<file path="src/rtl/sched_pkg.sv">
package sched_pkg;
    typedef enum logic {
        KIND_VTX = 1'b0,
        KIND_PIX = 1'b1
    } work_kind_e;

    typedef enum logic [1:0] {
        SLOT_EMPTY   = 2'd0,
        SLOT_ARMED   = 2'd1,
        SLOT_STALLED = 2'd2
    } slot_state_e;
endpackage

</file>
<file path="src/rtl/ctx_slot.sv">
module ctx_slot
    import sched_pkg::*;
#(
    parameter int LATENCY = 6,
    parameter int PC_W    = 8
) (
    input  logic            clk,
    input  logic            rst_n,
    input  logic            load_en,
    input  work_kind_e      load_kind,
    input  logic [PC_W-1:0] load_pc,
    input  logic            grant,
    input  logic            last_instr,
    output logic            ready,
    output logic            occupied,
    output work_kind_e      kind,
    output logic [PC_W-1:0] pc
);
    localparam int LAT_W = $clog2(LATENCY + 1);

    slot_state_e     state_q, state_d;
    logic [LAT_W-1:0] cnt_q, cnt_d;
    logic [PC_W-1:0] pc_q, pc_d;
    work_kind_e      kind_q, kind_d;

    always_ff @(posedge clk) begin
        if (!rst_n) begin
            state_q <= SLOT_EMPTY;
            cnt_q   <= '0;
            pc_q    <= '0;
            kind_q  <= KIND_VTX;
        end else begin
            state_q <= state_d;
            cnt_q   <= cnt_d;
            pc_q    <= pc_d;
            kind_q  <= kind_d;
        end
    end

    always_comb begin
        state_d = state_q;
        cnt_d   = cnt_q;
        pc_d    = pc_q;
        kind_d  = kind_q;
        unique case (state_q)
            SLOT_EMPTY: begin
                if (load_en) begin
                    state_d = SLOT_ARMED;
                    pc_d    = load_pc;
                    kind_d  = load_kind;
                end
            end
            SLOT_ARMED: begin
                if (grant) begin
                    if (last_instr) begin
                        state_d = SLOT_EMPTY;
                    end else begin
                        pc_d = pc_q + 1'b1;
                        if (LATENCY > 1) begin
                            state_d = SLOT_STALLED;
                            cnt_d   = LAT_W'(LATENCY - 1);
                        end
                    end
                end
            end
            SLOT_STALLED: begin
                cnt_d = cnt_q - 1'b1;
                if (cnt_q == LAT_W'(1)) state_d = SLOT_ARMED;
            end
            default: state_d = SLOT_EMPTY;
        endcase
    end

    always_comb begin
        ready    = (state_q == SLOT_ARMED);
        occupied = (state_q != SLOT_EMPTY);
        kind     = kind_q;
        pc       = pc_q;
    end

    // Independent gap tracker for the latency property.
    logic [LAT_W-1:0] gap_q;
    always_ff @(posedge clk) begin
        if (!rst_n)                 gap_q <= LAT_W'(LATENCY);
        else if (load_en)           gap_q <= LAT_W'(LATENCY);
        else if (grant)             gap_q <= LAT_W'(1);
        else if (gap_q < LAT_W'(LATENCY)) gap_q <= gap_q + 1'b1;
    end

    assert_latency_gap_R3: assert property (@(posedge clk) disable iff (!rst_n)
        grant |-> gap_q >= LAT_W'(LATENCY));

    assert_grant_armed_R1: assert property (@(posedge clk) disable iff (!rst_n)
        grant |-> state_q == SLOT_ARMED);

    assert_load_empty_R9: assert property (@(posedge clk) disable iff (!rst_n)
        load_en |-> state_q == SLOT_EMPTY);

    assert_retired_idle_R8: assert property (@(posedge clk) disable iff (!rst_n)
        (grant && last_instr) |=> !ready);
endmodule

</file>
<file path="src/rtl/rr_picker.sv">
module rr_picker #(
    parameter int NUM_CTX = 8
) (
    input  logic                       clk,
    input  logic                       rst_n,
    input  logic [NUM_CTX-1:0]         ready,
    output logic [NUM_CTX-1:0]         grant,
    output logic                       any,
    output logic [$clog2(NUM_CTX)-1:0] idx
);
    localparam int IDW = $clog2(NUM_CTX);

    logic [IDW-1:0] last_q;

    always_comb begin
        int cand;
        any   = 1'b0;
        idx   = '0;
        grant = '0;
        for (int off = 1; off <= NUM_CTX; off++) begin
            cand = int'(last_q) + off;
            if (cand >= NUM_CTX) cand = cand - NUM_CTX;
            if (!any && ready[cand]) begin
                any = 1'b1;
                idx = IDW'(cand);
            end
        end
        if (any) grant[idx] = 1'b1;
    end

    always_ff @(posedge clk) begin
        if (!rst_n)   last_q <= IDW'(NUM_CTX - 1);
        else if (any) last_q <= idx;
    end

    assert_single_grant_R1: assert property (@(posedge clk) disable iff (!rst_n)
        $onehot0(grant));

    assert_bubble_only_idle_R5: assert property (@(posedge clk) disable iff (!rst_n)
        !any |-> ready == '0);

    assert_grant_is_ready_R6: assert property (@(posedge clk) disable iff (!rst_n)
        any |-> ready[idx]);
endmodule

</file>
<file path="src/rtl/issue_counters.sv">
module issue_counters
    import sched_pkg::*;
#(
    parameter int CNT_W = 16
) (
    input  logic             clk,
    input  logic             rst_n,
    input  logic             fire,
    input  work_kind_e       kind,
    output logic [CNT_W-1:0] vtx_cnt,
    output logic [CNT_W-1:0] pix_cnt
);
    always_ff @(posedge clk) begin
        if (!rst_n) begin
            vtx_cnt <= '0;
            pix_cnt <= '0;
        end else if (fire) begin
            if (kind == KIND_PIX) pix_cnt <= pix_cnt + 1'b1;
            else                  vtx_cnt <= vtx_cnt + 1'b1;
        end
    end

    assert_pix_count_R10: assert property (@(posedge clk) disable iff (!rst_n)
        (fire && kind == KIND_PIX) |=> (pix_cnt == $past(pix_cnt) + 1'b1) && $stable(vtx_cnt));

    assert_idle_count_R10: assert property (@(posedge clk) disable iff (!rst_n)
        !fire |=> $stable(pix_cnt) && $stable(vtx_cnt));
endmodule

</file>
<file path="src/rtl/issue_scheduler.sv">
module issue_scheduler
    import sched_pkg::*;
#(
    parameter int NUM_CTX = 8,
    parameter int LATENCY = 6,
    parameter int PC_W    = 8,
    parameter int CNT_W   = 16
) (
    input  logic                       clk,
    input  logic                       rst_n,
    input  logic                       load_valid,
    input  logic [$clog2(NUM_CTX)-1:0] load_slot,
    input  logic                       load_kind,
    input  logic [PC_W-1:0]            load_pc,
    output logic                       issue_valid,
    output logic [$clog2(NUM_CTX)-1:0] issue_slot,
    output logic                       issue_kind,
    output logic [PC_W-1:0]            issue_pc,
    input  logic                       end_of_program,
    output logic                       retire_valid,
    output logic [$clog2(NUM_CTX)-1:0] retire_slot,
    output logic [CNT_W-1:0]           vtx_issues,
    output logic [CNT_W-1:0]           pix_issues
);
    localparam int IDW = $clog2(NUM_CTX);

    logic [NUM_CTX-1:0] ready, occupied, grant;
    work_kind_e         kind_arr [NUM_CTX];
    logic [PC_W-1:0]    pc_arr   [NUM_CTX];
    logic               any;
    logic [IDW-1:0]     idx;

    for (genvar g = 0; g < NUM_CTX; g++) begin : g_slot
        ctx_slot #(.LATENCY(LATENCY), .PC_W(PC_W)) i_slot (
            .clk        (clk),
            .rst_n      (rst_n),
            .load_en    (load_valid && (load_slot == IDW'(g))),
            .load_kind  (work_kind_e'(load_kind)),
            .load_pc    (load_pc),
            .grant      (grant[g]),
            .last_instr (end_of_program),
            .ready      (ready[g]),
            .occupied   (occupied[g]),
            .kind       (kind_arr[g]),
            .pc         (pc_arr[g])
        );
    end

    rr_picker #(.NUM_CTX(NUM_CTX)) i_pick (
        .clk   (clk),
        .rst_n (rst_n),
        .ready (ready),
        .grant (grant),
        .any   (any),
        .idx   (idx)
    );

    always_comb begin
        issue_valid = any;
        issue_slot  = idx;
        issue_kind  = any ? logic'(kind_arr[idx]) : 1'b0;
        issue_pc    = any ? pc_arr[idx] : '0;
    end

    issue_counters #(.CNT_W(CNT_W)) i_cnt (
        .clk     (clk),
        .rst_n   (rst_n),
        .fire    (any),
        .kind    (work_kind_e'(issue_kind)),
        .vtx_cnt (vtx_issues),
        .pix_cnt (pix_issues)
    );

    always_ff @(posedge clk) begin
        if (!rst_n) begin
            retire_valid <= 1'b0;
            retire_slot  <= '0;
        end else begin
            retire_valid <= any && end_of_program;
            retire_slot  <= idx;
        end
    end

    assert_retired_no_issue_R8: assert property (@(posedge clk) disable iff (!rst_n)
        retire_valid |-> !(issue_valid && issue_slot == retire_slot));

    assert_retired_freed_R8: assert property (@(posedge clk) disable iff (!rst_n)
        retire_valid |-> !occupied[retire_slot]);
endmodule

</file>
<file path="config.mk">
export PLATFORM = sky130hd
export DESIGN_NAME = issue_scheduler
export DESIGN_NICKNAME = d
export VERILOG_FILES = /design/src/rtl/sched_pkg.sv /design/src/rtl/ctx_slot.sv /design/src/rtl/rr_picker.sv /design/src/rtl/issue_counters.sv /design/src/rtl/issue_scheduler.sv
export SDC_FILE = /design/constraint.sdc
export NUM_CORES = 1
export LEC_CHECK = 0
export CAP_MARGIN = 20
export CORE_AREA = 2 2 150 152
export DETAILED_ROUTE_END_ITERATION = 10
export DIE_AREA = 0 0 152 154
export DONT_BUFFER_PORTS = 1
export GPL_ROUTABILITY_DRIVEN = 1
export HOLD_SLACK_MARGIN = 0.03
export PLACE_DENSITY = 0.7
export SLEW_MARGIN = 20
export SYNTH_ARGS = -nofsm -noshare
export SYNTH_HDL_FRONTEND = slang
export SYNTH_SLANG_ARGS = --single-unit
export TNS_END_PERCENT = 20
</file>
<file path="constraint.sdc">
create_clock -name clk -period 8.2 [get_ports clk]
set_input_delay 0.82 -clock clk [delete_from_list [all_inputs] [get_ports clk]]
set_output_delay 0.82 -clock clk [all_outputs]
set_load 0.005 [all_outputs]
</file>
== Yosys cells after proc, flatten, opt, wreduce, memory -nomap -nowiden ==
Cells that the tools add are included.
Word-level totals
  memories kept: 0
  memory bits (read-only): 0
  input port bits: 16
  output and inout bits: 49
  RAM bits: 0
  word-level logic and storage cells: 379
  bits in latches: 0
  bits in registers: 151
Operators by class
  $mul: 0
  reduce and logical (&&, ||, !) cells: 83
  div/mod/pow operators: 0
  $add $sub $neg: 34
  shifts and indexed selects: 0
  muxes and demuxes: 141
  magnitude comparators: 19
  eq/ne operators: 63
  bitwise operators: 2
Operators by type and width (number)
  greater-or-equal comparator 32 x 5 -> 1 bit, second input constant: 8
  < comparator 32 x 5 -> 1 bit, second input constant: 8
  two-way mux 32 bit: 8
  subtractor 32 x 5 -> 32 bit, second input constant: 8
  two-way mux 8 bit: 28
  one-hot mux 8 bit (2 select lines): 8
  adder 8 x 1 -> 8 bit, second input constant: 8
  two-way mux 3 bit: 17
  two-way mux 2 bit: 25
  one-hot mux 2 bit (3 select lines): 8
  one-hot mux 3 bit (2 select lines): 8
  AND reduction 3 bit: 16
  adder 16 x 1 -> 16 bit, second input constant: 2
  inequality test 2 x 1 -> 1 bit, second input constant: 16
  inequality test 2 bit, second input constant: 16
  AND reduction 4 bit: 8
  nonzero test 2 bit: 16
  two-way mux 1 bit: 28
  binary-select mux 1 bit (select 3 bit): 9
  == test 3 x 1 -> 1 bit, second input constant: 9
  binary-select mux 8 bit (select 3 bit): 1
  subtractor 3 x 1 -> 3 bit, second input constant: 8
  AND reduction 2 bit: 10
  logical AND 1 bit: 17
  other kinds (17): 52

== Depth between registers and ports, before layout ==
  word-level depth: 35
  depth in mapped cells: 20
  depth with buffers taken out: 14

== Cells and area by module ==
From an unflattened synthesis, not the netlist that was laid out.
Unflattened totals
  cells, all modules: 1174
  area total of the unflattened synthesis: 10458.8 µm²
Modules (own cells, without submodules)
  ctx_slot: instances 8, cells each 100, area an instance 865.8 µm²
  issue_counters: instances 1, cells each 162, area an instance 1445.1 µm²
  rr_picker: instances 1, cells each 149, area an instance 1298.7 µm²
  issue_scheduler: instances 1, cells each 63, area an instance 788.3 µm²

== Worst setup path after synthesis ==
Ideal clock, no wire load.
  kind: register to output
  start point: reg i_pick.last_q[1]
  end point: out issue_kind
  path slack: 3.073 ns
  arrival time: 4.307 ns
  cell stages (with the launch flop): 15
  cells stage by stage: dfxtp_1 > clkbuf_1 > clkinv_1 > ha_1 > xnor2_1 > mux4_2 > or3_4 > o32ai_4 > and2_2 > o21ai_0 > a221oi_2 > o21ai_2 > buf_2 > clkbuf_1 > inv_1
On the way
  cells in the longest elaborated chain, start to end: 33
  elaborated cells on any way between the ends: 91
RTL lines
  from (decl): line rr_picker.sv:13  | logic [IDW-1:0] last_q;
  from (signal assigned): line rr_picker.sv:32  | if (!rst_n) last_q <= IDW'(NUM_CTX - 1);
  from (signal assigned): line rr_picker.sv:33  | else if (any) last_q <= idx;
  adder 3 x 1 -> 4 bit: line rr_picker.sv:21  | cand = int'(last_q) + off;
  subtractor 32 x 5 -> 32 bit / greater-or-equal comparator 32 x 5 -> 1 bit (equally long branches): line rr_picker.sv:22  | if (cand >= NUM_CTX) cand = cand - NUM_CTX;
  two-way mux 32 bit: line rr_picker.sv:22
  binary-select mux 1 bit (select 3 bit): line rr_picker.sv:23  | if (!any && ready[cand]) begin
  two-way mux 1 bit (implied by the code) (2 in a row): line rr_picker.sv:23
  two-way mux 1 bit: line rr_picker.sv:23
  logical NOT 1 bit: line rr_picker.sv:23
  logical AND 1 bit: line rr_picker.sv:23
  [15 not listed]
  two-way mux 1 bit: line rr_picker.sv:23
  logical NOT 1 bit: line rr_picker.sv:23
  logical AND 1 bit: line rr_picker.sv:23
  two-way mux 3 bit: line rr_picker.sv:23
  inverter 3 -> 4 bit (implied by the code): line issue_scheduler.sv:61  | issue_kind = any ? logic'(kind_arr[idx]) : 1'b0;
  binary-select mux 1 bit (select 3 bit): line issue_scheduler.sv:61
  two-way mux 1 bit (implied by the code) (2 in a row): line issue_scheduler.sv:61
  two-way mux 1 bit *: line issue_scheduler.sv:61
  to (decl): line issue_scheduler.sv:17  | output logic issue_kind,
Mark *: on every way between the ends. The rest lies on a longest branch, timed or not. The select of a mux whose other input is x is not followed.

== Final worst setup path ==
  start point: reg i_pick.last_q[1]
  end point: out issue_pc[5]
On the way
  cells in the longest elaborated chain, start to end: 33
  elaborated cells on any way between the ends: 91
RTL lines
  adder 3 x 1 -> 4 bit: line rr_picker.sv:21
  subtractor 32 x 5 -> 32 bit / greater-or-equal comparator 32 x 5 -> 1 bit (equally long branches): line rr_picker.sv:22
  two-way mux 32 bit: line rr_picker.sv:22
  binary-select mux 1 bit (select 3 bit): line rr_picker.sv:23
  two-way mux 1 bit (implied by the code) (2 in a row): line rr_picker.sv:23
  two-way mux 1 bit: line rr_picker.sv:23
  logical NOT 1 bit: line rr_picker.sv:23
  logical AND 1 bit: line rr_picker.sv:23
  [16 not listed]
  logical NOT 1 bit: line rr_picker.sv:23
  logical AND 1 bit: line rr_picker.sv:23
  two-way mux 3 bit *: line rr_picker.sv:23
  named net issue_slot[0]: line issue_scheduler.sv:16  | output logic [$clog2(NUM_CTX)-1:0] issue_slot,
  inverter 3 -> 4 bit (implied by the code) *: line issue_scheduler.sv:62  | issue_pc = any ? pc_arr[idx] : '0;
  binary-select mux 8 bit (select 3 bit) *: line issue_scheduler.sv:62
  two-way mux 8 bit (implied by the code) * (2 in a row): line issue_scheduler.sv:62
  two-way mux 8 bit *: line issue_scheduler.sv:62
  to (decl): line issue_scheduler.sv:18  | output logic [PC_W-1:0] issue_pc,
The timed path passes the listed nets; every way through them passes the cells marked *. The select of a mux whose other input is x is not followed.

==> results.md <==
- The flow ran to the end, and the final reports show no timing, DRC or antenna violations.
- The final wirelength is 29700 um.
- The die span in y is 154 um.
- Dividing total power by cell area gives a power density of 315 mW/mm^2.
- The core region is approximately 0.022 sq mm.
- The fraction of final layout cells with drive strength greater than 1 is 9.00%.
- The worst supply voltage drop on vdd is 0.154 mV.
- The endpoint of the most critical setup path is issue_pc[5].
- The critical path startpoint is i_pick.last_q[1].
- After synthesis, the largest area contributor takes up a little under a third of total cell area.
- The antenna diode instance count is 0.
- The pin count of the biggest net entering global routing is 76.
- TritonCTS created 17 clock buffers.
- The count of buffers added on input and output ports is 0.
- The total overflow left after global routing is 0.
- At the worst endpoint, the arrival time is 5.52 ns.
- The count of hold buffers inserted by post-cts repair is 0.
- The total routing resource utilization after global routing is approximately a quarter.
- For this run, the top clock speed supported by timing is approximately 160 MHz.
- The relative area change from synthesis to final layout is 7.14%.
- The leakage power figure is 3.66 nW.
- Of the total synthesized cell area, the portion taken by AND, OR, NAND and NOR gates is 25.7%.
- By area the synthesized netlist is led by sky130_fd_sc_hd__dfxtp_1 (31%), sky130_fd_sc_hd__mux2i_1 (5.9%), sky130_fd_sc_hd__nand2_1 (5.4%).
- The total negative slack is 0 ns.
- The proportion of synthesized area in mux cells is 9.57%.
- The post-CTS repair timing setup buffer count is 0.
- In this run the worst path has a maximum fanout of 19.
- The register bit count reported by yosys is around 150.
- The tightest hold path in the finished design has a slack of approximately 0.48 ns.
- Headroom to the max-slew limit came out at between 30% and 40%.
- The average vias per placed instance is 6.33.
- The number of nets handed over by synthesis was 1269.
- Of the total synthesized cell area, the portion taken by full adders, half adders and majority gates is around 3.6%.
- The number of antenna violations at the first check in global routing is 0.
- The fraction of registers with async set or reset after synthesis is 0%.
- The worst reg2reg path startpoint is i_pick.last_q[1].
- In the routed design, unresolved DRC markers number 0.
- The die is 152 um wide.
- The number of max-slew violations in the final report is 0.
- Setup slack on the worst reg-to-reg path comes out at 2.41 ns.
- The highest-delay cell along the critical path is sky130_fd_sc_hd__mux4_2.
- The kind of start point of the critical path is a flip-flop.
- The worst path uses about 77% of the clock period.
- The required time of the worst setup path is 7.38 ns.
- The effective utilization at floorplan is about 44%.
- Across the routed clock network, the largest skew measured is 0.00943 ns.
- The number of synthesized flops with an enable pin is 0.
- The wire length per cell is 20.2 um.
- The worst-margin pin slew is 1.03 ns.
- The tool flagged a number of max-cap violations equal to 0.
- The length in cells of the worst reg-to-reg path is 15.
- Setup violations remaining at the end of the flow were counted as 0.
- The flip-flop cell with the highest count after synthesis is sky130_fd_sc_hd__dfxtp_1.
- TritonCTS built the clock tree.
- Once the clock tree was built, the resizer swapped 0 gates to a different size.
- The clock passes through at most 2 buffers.
- The worst setup path is captured at an output port.
- The root buffer cell chosen for the clock tree is sky130_fd_sc_hd__clkbuf_16.
- Once detail routing completed, the nets flagged for antenna violations numbered 0.
- The global-route wire length before repair is roughly 47000 um.
- The min-delay analysis places its worst path in the category reg -> reg.
- The maximum level of the CTS H-tree is 4.
- The detailed router put a total of 12700 um of wire on met1.
- Once detailed placement completed, the half-perimeter wirelength came to 20700 um.
- The fraction of the yosys area taken by sequential cells is 31.4%.
- The signal on the critical path passes through clkinv_1 > ha_1 > xnor2_1 > mux4_2 > a21o_1 > a211oi_1 > a2bb2oi_1 > or2_1 > inv_2 > mux2i_1 > a221oi_1.
- The total met3 wirelength after detailed routing is 2790 um.
- In the layout the commonest cells are sky130_fd_sc_hd__dfxtp_1 (151), sky130_fd_sc_hd__nand2_1 (139), sky130_fd_sc_hd__nor2_1 (113).
- The placer congestion estimate is about 1.
- The cell area after technology mapping is roughly 0.0096 sq mm.
- Setup repair after global routing left no endpoint under its margin.
- The setup path with the least slack is of type reg -> out.
- The complex-gate fraction of the synthesized area is about 23%.
- The library cell used most frequently in the layout, excluding fill and tap cells, is sky130_fd_sc_hd__dfxtp_1.
- The largest area contributor in the netlist is sky130_fd_sc_hd__dfxtp_1.
- The met2 wire length is 13100 um.
- The via count of the first global-routing pass is 8344.
- The clock latency reported for the late side of the worst-skew pair is 0.44 ns.
- Averaged over all synthesized cells, the footprint is around 7.9 sq um.
- The detailed router's first-iteration violation count is 885.
- For this run, the detailed router's first-pass iteration total came to 5.
- By area, the combinational part of the netlist is dominated by simple AND/OR/NAND/NOR gates.
- The clock sink total is 151.
- The cell count after synthesis came out at 1225.
- Counting the fill cells in the layout gives 2120.
- The detailed router used layers up to and including met4.
- The synthesized-area fraction occupied by xor and xnor cells is 1.18%.
- The synthesis warning total is 0.
- The number of core rows is 54.
- The net count of the finished layout is ~1.2k.
- For the finished layout, the period the worst path requires is roughly 6.3 ns.
- Pin placement for this block handled 65 I/O pins.
- The worst stage delay on the critical path is around 0.68 ns.
- Clock-pin slew was measured on the worst setup and hold paths at 0.06 ns.
- Counting distinct cell types in the post-synthesis netlist gives 84.
- The floorplan step defined a die boundary enclosing 0.0234 sq mm.
- The via count of the routed design is 9305.
- The capture point of the worst reg-to-reg path is i_cnt.pix_cnt[9].
- The count of endpoints failing hold in the final timing report is 0.
## layout make-up
| cell class | instances | area, sq um | area share (%) |
|---|---|---|---|
| multi-input cells | 945 | 6100 | 59.1 |
| flip-flops and latches | 151 | 3020 | 29.3 |
| clock buffers | 19 | 443 | 4.29 |
| well taps | 280 | 350 | 3.39 |
| inverters | 50 | 189 | 1.83 |
| clock inverters | 13 | 138 | 1.33 |
| repair buffers | 11 | 82.6 | 0.800 |
## flip-flops by register name, summed over array words and instances (netlist names)
name                   flops
g_slot.i_slot.cnt_q       24
retire_slot                3
g_slot.i_slot.state_q     16
i_cnt.pix_cnt             16
retire_valid               1
i_pick.last_q              3
i_cnt.vtx_cnt             16
g_slot.i_slot.pc          64
g_slot.i_slot.kind         8
## routing by layer
layer  vias up  track usage, %
met5         -               0
met4         0            9.79
met3        73            6.09
met2       423            38.9
met1      4403            32.8
li1       4406               -
## metrics by stage
stage               cell area, sq um  util (%)  worst slack, ns  std cells  power, mW
floorplan                       9640         -             3.07       1225       2.03
global placement                9740      44.9             2.57       1437       2.42
detailed placement              9740      44.9             2.42       1437       2.44
CTS                            10300      47.6             1.94       1469       3.23
global route                   10300      47.6             1.57       1469       3.42
finish                         10300      47.6             1.86       1469       3.25
## cell families (layout without fill, tap and decap cells)
group / after synthesis / count (layout)
compound gates: 324 / 324
fa+ha+maj: 28 / 28
simple gates: 503 / 503
flops: 151 / 151
xor+xnor: 13 / 13
buf+inv: 129 / 93
mux: 77 / 77
## worst min-delay path by stage
stage | from | to | depth (start not counted)
final | g_slot[3].i_slot.cnt_q[2] | g_slot[3].i_slot.cnt_q[2] | 1
after global routing | load_pc[7] | g_slot[4].i_slot.pc[7] | 2
after CTS | rst_n | i_pick.last_q[1] | 1
after detailed placement | g_slot[3].i_slot.cnt_q[2] | g_slot[3].i_slot.cnt_q[2] | 1
after global placement | g_slot[3].i_slot.cnt_q[2] | g_slot[3].i_slot.cnt_q[2] | 1
after floorplan | g_slot[5].i_slot.cnt_q[2] | g_slot[5].i_slot.cnt_q[2] | 1
## worst max-delay path: cells and delay by family (launching register included)
family                     cells  cell delay, ns
AOI/OAI and AO/OA              4            1.54
xor gates and xnor gates       1            0.51
adders and majority gates      1            0.30
buffers and inverters          2            0.71
DFF                            1            0.53
muxes                          2            0.88
and+or+nand+nor                1            0.60
## power breakdown
| group | internal [mW] | switching [mW] | total, mW | leakage, nW |
|---|---|---|---|---|
| logic | 0.503 | 1.05 | 1.55 | 2.17 |
| clock network | 0.435 | 0.354 | 0.789 | 0.273 |
| registers | 0.809 | 0.102 | 0.911 | 1.22 |
| total | 1.75 | 1.51 | 3.25 | 3.66 |
## synthesized netlist by cell type (21+ instances only)
library cell / count
sky130_fd_sc_hd__nor2_1: 113
sky130_fd_sc_hd__nand3_1: 56
sky130_fd_sc_hd__nand2_1: 139
sky130_fd_sc_hd__clkbuf_1: 56
sky130_fd_sc_hd__nor3_1: 38
sky130_fd_sc_hd__a31oi_1: 24
sky130_fd_sc_hd__o21ai_0: 44
sky130_fd_sc_hd__a21oi_1: 100
sky130_fd_sc_hd__ha_1: 28
sky130_fd_sc_hd__nor2b_1: 21
sky130_fd_sc_hd__nand2b_1: 28
sky130_fd_sc_hd__inv_1: 45
sky130_fd_sc_hd__mux2i_1: 57
sky130_fd_sc_hd__dfxtp_1: 151
Note: power is estimated with default switching activity, not from simulation.
